<file path="src/rtl/can_test_pkg.sv">
package can_test_pkg;
  localparam int unsigned REG_W     = 16;
  localparam int unsigned CFG_W     = 4;
  localparam int unsigned SEL_LSB   = 0;
  localparam int unsigned LOOP_BIT  = 2;
  localparam int unsigned SIL_BIT   = 3;
  localparam int unsigned MON_LSB   = 8;
  localparam int unsigned MON_W     = 3;

  typedef enum logic [1:0] {
    TX_CORE   = 2'b00,
    TX_SAMPLE = 2'b01,
    TX_DOM    = 2'b10,
    TX_REC    = 2'b11
  } tx_sel_e;

  typedef struct packed {
    logic    silent;
    logic    loop;
    tx_sel_e sel;
  } mode_t;

  localparam mode_t MODE_NORMAL = '{silent: 1'b0, loop: 1'b0, sel: TX_CORE};
endpackage

</file>
<file path="src/rtl/can_test_sync.sv">
module can_test_sync #(
  parameter int unsigned WIDTH  = 3,
  parameter int unsigned STAGES = 2
) (
  input  logic             clk_i,
  input  logic             rst_ni,
  input  logic [WIDTH-1:0] d_i,
  output logic [WIDTH-1:0] q_o
);
  logic [STAGES-1:0][WIDTH-1:0] stg_q;

  always_ff @(posedge clk_i or negedge rst_ni) begin
    if (!rst_ni) stg_q[0] <= '0;
    else         stg_q[0] <= d_i;
  end

  for (genvar i = 1; i < STAGES; i++) begin : g_stage
    always_ff @(posedge clk_i or negedge rst_ni) begin
      if (!rst_ni) stg_q[i] <= '0;
      else         stg_q[i] <= stg_q[i-1];
    end
  end

  assign q_o = stg_q[STAGES-1];
endmodule

</file>
<file path="src/rtl/can_test_regs.sv">
module can_test_regs
  import can_test_pkg::*;
(
  input  logic             clk_i,
  input  logic             rst_ni,
  input  logic             test_en_i,
  input  logic             we_i,
  input  logic [CFG_W-1:0] wdata_i,
  output mode_t            stored_o,
  output mode_t            eff_o
);
  mode_t mode_q, mode_d;

  always_comb begin
    mode_d        = mode_q;
    mode_d.sel    = tx_sel_e'(wdata_i[SEL_LSB +: 2]);
    mode_d.loop   = wdata_i[LOOP_BIT];
    mode_d.silent = wdata_i[SIL_BIT];
  end

  always_ff @(posedge clk_i or negedge rst_ni) begin
    if (!rst_ni)        mode_q <= MODE_NORMAL;
    else if (!test_en_i) mode_q <= MODE_NORMAL;
    else if (we_i)      mode_q <= mode_d;
  end

  // enable gates the routing directly so a drop takes effect without a clock
  assign stored_o = mode_q;
  assign eff_o    = test_en_i ? mode_q : MODE_NORMAL;
endmodule

</file>
<file path="src/rtl/can_test_mux.sv">
module can_test_mux
  import can_test_pkg::*;
(
  input  mode_t mode_i,
  input  logic  core_tx_i,
  input  logic  core_sample_i,
  input  logic  pin_rx_i,
  output logic  core_rx_o,
  output logic  pin_tx_o,
  output logic  ack_err_mask_o
);
  logic tx_routed;

  always_comb begin
    if (mode_i.loop)        core_rx_o = core_tx_i;
    else if (mode_i.silent) core_rx_o = pin_rx_i & core_tx_i;
    else                    core_rx_o = pin_rx_i;
  end

  assign tx_routed = mode_i.silent ? 1'b1 : core_tx_i;

  always_comb begin
    unique case (mode_i.sel)
      TX_CORE:   pin_tx_o = tx_routed;
      TX_SAMPLE: pin_tx_o = core_sample_i;
      TX_DOM:    pin_tx_o = 1'b0;
      TX_REC:    pin_tx_o = 1'b1;
      default:   pin_tx_o = 1'b1;
    endcase
  end

  assign ack_err_mask_o = mode_i.loop;
endmodule

</file>
<file path="src/rtl/can_test_route.sv">
module can_test_route
  import can_test_pkg::*;
#(
  parameter int unsigned SYNC_STAGES = 2
) (
  input  logic             clk_i,
  input  logic             rst_ni,
  input  logic             test_en_i,
  input  logic             cfg_we_i,
  input  logic [CFG_W-1:0] cfg_wdata_i,
  output logic [REG_W-1:0] cfg_rdata_o,
  input  logic             core_tx_i,
  input  logic             core_sample_i,
  input  logic             pin_rx_i,
  input  logic             trig_a_i,
  input  logic             trig_b_i,
  output logic             core_rx_o,
  output logic             pin_tx_o,
  output logic             ack_err_mask_o
);
  mode_t            stored, eff;
  logic [MON_W-1:0] mon_sync;

  can_test_regs u_regs (
    .clk_i    (clk_i),
    .rst_ni   (rst_ni),
    .test_en_i(test_en_i),
    .we_i     (cfg_we_i),
    .wdata_i  (cfg_wdata_i),
    .stored_o (stored),
    .eff_o    (eff)
  );

  can_test_sync #(.WIDTH(MON_W), .STAGES(SYNC_STAGES)) u_sync (
    .clk_i (clk_i),
    .rst_ni(rst_ni),
    .d_i   ({trig_b_i, trig_a_i, pin_rx_i}),
    .q_o   (mon_sync)
  );

  can_test_mux u_mux (
    .mode_i        (eff),
    .core_tx_i     (core_tx_i),
    .core_sample_i (core_sample_i),
    .pin_rx_i      (pin_rx_i),
    .core_rx_o     (core_rx_o),
    .pin_tx_o      (pin_tx_o),
    .ack_err_mask_o(ack_err_mask_o)
  );

  always_comb begin
    cfg_rdata_o                      = '0;
    cfg_rdata_o[SEL_LSB +: 2]        = stored.sel;
    cfg_rdata_o[LOOP_BIT]            = stored.loop;
    cfg_rdata_o[SIL_BIT]             = stored.silent;
    cfg_rdata_o[MON_LSB +: MON_W]    = mon_sync;
  end
endmodule

</file>
<file path="config.mk">
export PLATFORM = sky130hd
export DESIGN_NAME = can_test_route
export DESIGN_NICKNAME = d
export VERILOG_FILES = /design/src/rtl/can_test_pkg.sv /design/src/rtl/can_test_sync.sv /design/src/rtl/can_test_regs.sv /design/src/rtl/can_test_mux.sv /design/src/rtl/can_test_route.sv
export SDC_FILE = /design/constraint.sdc
export NUM_CORES = 1
export LEC_CHECK = 0
export ABC_AREA = 1
export BUFFER_PORTS_ARGS = -buffer_cell sky130_fd_sc_hd__buf_2
export CAP_MARGIN = 20
export CORE_AREA = 2 2 39 41
export DETAILED_ROUTE_END_ITERATION = 16
export DIE_AREA = 0 0 41 43
export PLACE_DENSITY_LB_ADDON = 0.08
export REMOVE_ABC_BUFFERS = 1
export SLEW_MARGIN = 0
export SYNTH_ARGS = -nofsm -noshare
export SYNTH_HDL_FRONTEND = slang
export SYNTH_SLANG_ARGS = --single-unit
export TNS_END_PERCENT = 5
</file>
<file path="constraint.sdc">
create_clock -name clk_i -period 1.1 [get_ports clk_i]
set_clock_uncertainty 0.2 [all_clocks]
set_input_delay 0.055 -clock clk_i [delete_from_list [all_inputs] [get_ports clk_i]]
set_output_delay 0.055 -clock clk_i [all_outputs]
set_load 0.05 [all_outputs]
</file>
# Yosys cells after proc, flatten, opt, wreduce, memory -nomap -nowiden

Cells that the tools add are included.

Eq/ne operators: 4
Reductions and logical operators: 1
Bitwise operators: 1
Mux-type cells: 7

Operator list:

| kind                                                                   | number |
|---|---|
| 4-bit two-way mux                                                      | 3 |
| 2-bit equality test (second input constant)                            | 2 |
| 1-bit case mux with 4 select lines                                     | 1 |
| 1-bit two-way mux                                                      | 3 |
| 2-bit by 1-bit equality test with 1-bit output (second input constant) | 1 |
| 2-bit logical NOT                                                      | 1 |
| 2-bit by 1-bit != test with 1-bit output (second input constant)       | 1 |
| 1-bit AND                                                              | 1 |

Output and inout port bits: 19
Bits of input ports: 13
Word-level logic and storage cells: 18
Register bits: 10

# Longest topological paths before layout

Depth after elaboration: 3
Depth in mapped cells: 5
Depth with buffers taken out: 4

# Hierarchy

A second synthesis with hierarchy kept.

Cell total of the unflattened synthesis: 57
Area total of the unflattened synthesis: 494.2 µm²

Modules (own cells, without submodules):

| module         | area each (µm²) | cells each | times used |
|---|---|---|---|
| can_test_regs  | 200.2           | 26         | 1 |
| can_test_sync  | 172.7           | 9          | 1 |
| can_test_route | 71.3            | 10         | 1 |
| can_test_mux   | 50.0            | 12         | 1 |

# Worst setup path before layout

Ideal clock, no wire load.

Kind: register to output
Start: register u_regs.mode_q, in the netlist u_regs.stored_o[2]
End: output core_rx_o
Arrival: 1.283 ns
Stages on the path, launching flop included: 4
Required time: 0.845 ns
Path slack: -0.438 ns
Buffers on the path: 0
Cells stage by stage: dfrtp_1 nand2_2 nand2_1 a21oi_2

Cells in the longest elaborated chain, start to end: 2

RTL lines:

| element                | line                 | RTL |
|---|---|---|
| from (decl)            | can_test_regs.sv:12  | `mode_t mode_q, mode_d;` |
| from (signal assigned) | can_test_regs.sv:24  | `else if (we_i) mode_q <= mode_d;` |
| 4-bit two-way mux      | can_test_regs.sv:29  | `assign eff_o = test_en_i ? mode_q : MODE_NORMAL;` |
| 1-bit two-way mux      | can_test_mux.sv:15   | `if (mode_i.loop) core_rx_o = core_tx_i;` |
| to (decl)              | can_test_route.sv:17 | `output logic core_rx_o,` |

No other way between the ends.

# Worst setup path after layout

Same ends and word-level chain as after synthesis.

==> flow_summary.html <==
<table>
<tr><th>Metric</th><th>Value</th></tr>
<tr><th colspan="2">Status</th></tr>
<tr><td>Outcome</td><td>complete, but fails checks</td></tr>
<tr><td>Violations in the final reports</td><td>negative hold slack, negative setup slack</td></tr>
<tr><th colspan="2">Logic synthesis</th></tr>
<tr><td>Synth Instances</td><td>46</td></tr>
<tr><td>Sequential-to-total area share from yosys stat</td><td>0.5333</td></tr>
<tr><td>Distinct cell type count of the synthesized netlist</td><td>13</td></tr>
<tr><td>Syn Std Cell Area</td><td>469.2 um2</td></tr>
<tr><td>Seq cells post-synth</td><td>10</td></tr>
<tr><td>Yosys warns</td><td>0</td></tr>
<tr><td>Post-Synthesis Mean Instance Area</td><td>10.20 um2</td></tr>
<tr><th colspan="2">Layout</th></tr>
<tr><td>Relative area change from synthesis to final layout</td><td>58.67%</td></tr>
<tr><td>Fill count</td><td>132</td></tr>
<tr><td>Final core utilization</td><td>0.5380</td></tr>
<tr><td>Antenna diode count</td><td>0</td></tr>
<tr><td>Non-filler cells in the finished layout</td><td>96</td></tr>
<tr><td>Fraction of layout cells with a size suffix above 1</td><td>0.4500</td></tr>
<tr><td>Number of nets at the end of the flow</td><td>94</td></tr>
<tr><th colspan="2">STA</th></tr>
<tr><td>Unrepaired setup endpoints after global routing</td><td>true</td></tr>
<tr><td>Final critical-path share of the clock period</td><td>1.237</td></tr>
<tr><td>Crit path time final</td><td>1360 ps</td></tr>
<tr><td>Setup violation total in the final timing report</td><td>6</td></tr>
<tr><td>Worst path setup slack after routing</td><td>-260.4 ps</td></tr>
<tr><td>Final hold slack</td><td>-74.94 ps</td></tr>
<tr><td>Final Hold Viols</td><td>14</td></tr>
<tr><td>Max-slew violation count</td><td>0</td></tr>
<tr><td>Highest Clock Rate</td><td>735.1 MHz</td></tr>
<tr><th colspan="2">Clock tree</th></tr>
<tr><td>Number of clock sinks</td><td>10</td></tr>
<tr><td>H-tree level count</td><td>1</td></tr>
<tr><td>Clock-pin slew on the worst setup and hold paths</td><td>70 ps</td></tr>
<tr><td>Number of CTS-inserted buffers</td><td>3</td></tr>
<tr><td>Clock tree from TritonCTS</td><td>built</td></tr>
<tr><td>Hold Buf Count CTS</td><td>9</td></tr>
<tr><td>Cell at the root of the clock tree</td><td>sky130_fd_sc_hd__clkbuf_4</td></tr>
<tr><td>Clock network latency to the later pin of the worst-skew pair</td><td>260 ps</td></tr>
<tr><td>Worst-case clock buffer depth</td><td>2</td></tr>
<tr><td>Number of post-CTS setup repair buffers</td><td>0</td></tr>
<tr><th colspan="2">Global route</th></tr>
<tr><td>Gr busiest metal</td><td>met2</td></tr>
<tr><td>Overflow left after global routing</td><td>0</td></tr>
<tr><td>Met1 GRT Util</td><td>0.1351</td></tr>
<tr><td>Wire length of the first global-routing pass</td><td>1.345 mm</td></tr>
<tr><td>Met2 demand-to-capacity share in global routing</td><td>0.1781</td></tr>
<tr><td>Maximum number of pins on one net before global-route repair</td><td>11</td></tr>
<tr><td>Global-route usage over all layers</td><td>0.1233</td></tr>
<tr><td>Met3 track demand over resource in global routing</td><td>0.04712</td></tr>
<tr><td>Number of global-route vias before repair</td><td>348</td></tr>
<tr><td>Number of antenna violations at the first check in global routing</td><td>0</td></tr>
<tr><th colspan="2">Flow run</th></tr>
<tr><td>Number of max-capacitance violations reported</td><td>0</td></tr>
<tr><th colspan="2">Placement</th></tr>
<tr><td>Routability congestion estimate from global placement</td><td>0.7306</td></tr>
<tr><td>Placed Instances</td><td>83</td></tr>
<tr><td>Input/output buffers</td><td>22</td></tr>
<tr><td>Pre-CTS setup slack</td><td>-39.29 ps</td></tr>
<tr><td>Half-perimeter wire length after detailed placement</td><td>652.6 um</td></tr>
<tr><th colspan="2">Hold path</th></tr>
<tr><td>Min-delay src</td><td>test_en_i</td></tr>
<tr><td>Worst hold-check path type</td><td>input port to flip-flop</td></tr>
<tr><th colspan="2">Route</th></tr>
<tr><td>Detailed-route DRC error count</td><td>0</td></tr>
<tr><td>Drt via density</td><td>3.917</td></tr>
<tr><td>Post-detailed-route count of antenna-violating nets</td><td>0</td></tr>
<tr><td>Detailed router's first-iteration violation count</td><td>0</td></tr>
<tr><td>Pre-Repair DR Iteration Count</td><td>1</td></tr>
<tr><td>Average wire length per cell after detail routing</td><td>9.563 um</td></tr>
<tr><td>Total via count in the routed design</td><td>376</td></tr>
<tr><td>Detailed Route WL</td><td>918 um</td></tr>
<tr><th colspan="2">Pwr</th></tr>
<tr><td>Leakage component of the power</td><td>0.4021 nW</td></tr>
<tr><td>Worst vdd rail ir drop</td><td>0.7501 mV</td></tr>
<tr><td>Cell Pwr Density</td><td>1378 nW/um2</td></tr>
<tr><th colspan="2">Die</th></tr>
<tr><td>Total core area</td><td>1384 um2</td></tr>
<tr><td>I/O pins</td><td>32</td></tr>
<tr><td>Core Rows</td><td>14</td></tr>
<tr><td>Initial cell density of the core</td><td>0.3391</td></tr>
<tr><td>Die ar.</td><td>1763 um2</td></tr>
<tr><td>Die outline height</td><td>43 um</td></tr>
<tr><td>DIE WIDTH</td><td>41 um</td></tr>
<tr><th colspan="2">Critical path</th></tr>
<tr><td>Worst stage delay on the critical path</td><td>400 ps</td></tr>
<tr><td>CP required</td><td>840 ps</td></tr>
<tr><td>Family of cells with the greatest summed delay on the critical path</td><td>flip-flops</td></tr>
<tr><td>CP max-delay cell</td><td>sky130_fd_sc_hd__dfrtp_1</td></tr>
<tr><td>Maximum fanout along the worst path</td><td>3</td></tr>
<tr><td>Classification of the worst setup path</td><td>flip-flop to output pin</td></tr>
<tr><td>Cell-by-cell trace of the critical path</td><td>nand2_2, nand2_1, a21oi_2, buf_6</td></tr>
<tr><td>R2R Path Start</td><td>u_regs.stored_o[1]</td></tr>
<tr><td>Start point of the critical path</td><td>u_regs.stored_o[2]</td></tr>
<tr><td>Nature of the critical path startpoint</td><td>flip-flop</td></tr>
<tr><td>Type of element capturing the critical path</td><td>output pin</td></tr>
<tr><td>Worst path arrival time</td><td>1110 ps</td></tr>
<tr><td>CP bufs+invs</td><td>1</td></tr>
</table>
==> cells in the final DEF (no fill, tap or decap), types with 3 or more instances in the layout <==
cell type                        n
sky130_fd_sc_hd__dfrtp_1        10
sky130_fd_sc_hd__o21ai_1         5
sky130_fd_sc_hd__buf_6           6
sky130_fd_sc_hd__buf_4           5
sky130_fd_sc_hd__nand2_1         4
sky130_fd_sc_hd__dlygate4sd3_1   9
sky130_fd_sc_hd__nand3_1         5
sky130_fd_sc_hd__clkbuf_4        3
sky130_fd_sc_hd__conb_1          9
sky130_fd_sc_hd__buf_2          13
==> stage by stage <==
step	area, um2	power [mW]	TNS [ps]
6_report	744.5	1.026	-899.4
5_1_grt	744.5	1.087	-1251
4_1_cts	719.4	1.028	-1020
3_5_place_dp	558.0	0.6444	-51.61
3_3_place_gp	558.0	0.6441	-46.21
2_1_floorplan	397.9	0.5724	-1135
==> Yosys cell counts <==
cell / instances / share of area
sky130_fd_sc_hd__a21oi_1: 1 / 0.011
sky130_fd_sc_hd__a21oi_2: 1 / 0.019
sky130_fd_sc_hd__buf_4: 12 / 0.19
sky130_fd_sc_hd__buf_6: 1 / 0.024
sky130_fd_sc_hd__conb_1: 1 / 0.0080
sky130_fd_sc_hd__dfrtp_1: 10 / 0.53
sky130_fd_sc_hd__inv_1: 2 / 0.016
sky130_fd_sc_hd__inv_2: 1 / 0.0080
sky130_fd_sc_hd__nand2_1: 4 / 0.032
sky130_fd_sc_hd__nand2_2: 2 / 0.027
sky130_fd_sc_hd__nand2_4: 1 / 0.024
sky130_fd_sc_hd__nand3_1: 5 / 0.053
sky130_fd_sc_hd__o21ai_1: 5 / 0.053
==> metal layers <==
metal | wire (um) | vias up | part of all wire
met5 | 0 | - | 0
met4 | 26 | 0 | 0.028
met3 | 79 | 3 | 0.086
met2 | 465 | 18 | 0.51
met1 | 347 | 162 | 0.38
li1 | - | 193 | -
==> layout make-up <==
cell class,instances,area [um2],area share
timing repair buffer,35,290.3,0.3899
sequential,10,250.2,0.3361
inverter,3,11.26,0.01513
multi-input combinational,28,136.4,0.1832
clock buffer,4,36.28,0.04874
tap,16,20.02,0.02689
==> report_power, final <==
group	total, mW	leakage (nW)	switching (mW)	internal, mW
sequential	0.398	0.123	0.0106	0.387
clock	0.334	0.0210	0.133	0.201
combinational	0.294	0.258	0.199	0.0955
total	1.03	0.402	0.342	0.684
==> logic make-up (layout without fill, tap and decap cells) <==
family / after synthesis / count (layout) / synth area share
other: 1 / 9 / 0.007992
buffers and inverters: 16 / 42 / 0.2400
and+or+nand+nor: 12 / 12 / 0.1360
DFF: 10 / 10 / 0.5333
AOI/OAI and AO/OA: 7 / 7 / 0.08265
==> final timing paths <==
check                                endpoint  slack, ps  depth (start not counted)
hold reg to reg                 u_sync.q_o[1]        150                          0
setup reg to reg           u_regs.stored_o[1]        110                          3
setup / recovery                    core_rx_o       -260                          4
hold / removal             u_regs.stored_o[0]        -70                          3
min in group asynchronous  u_regs.stored_o[2]        -30                          2
max in group asynchronous       u_sync.q_o[2]        530                          2
==> what timing repair did <==
action                     CTS  global route
setup endpoints to repair    7            10
hold endpoints to repair    17            14
resized for setup           12            12
==> tightest hold or removal path: stages <==
cell and delay [ps]:
sky130_fd_sc_hd__buf_2 170, sky130_fd_sc_hd__nand3_1 80, sky130_fd_sc_hd__o21ai_1 50
==> flip-flops by register name, indices dropped and copies added (netlist names) <==
| name | flops |
|---|---|
| u_sync.q_o | 3 |
| u_regs.stored_o | 4 |
| u_sync.stg_q | 3 |
Power figures use the tool's default switching activity.
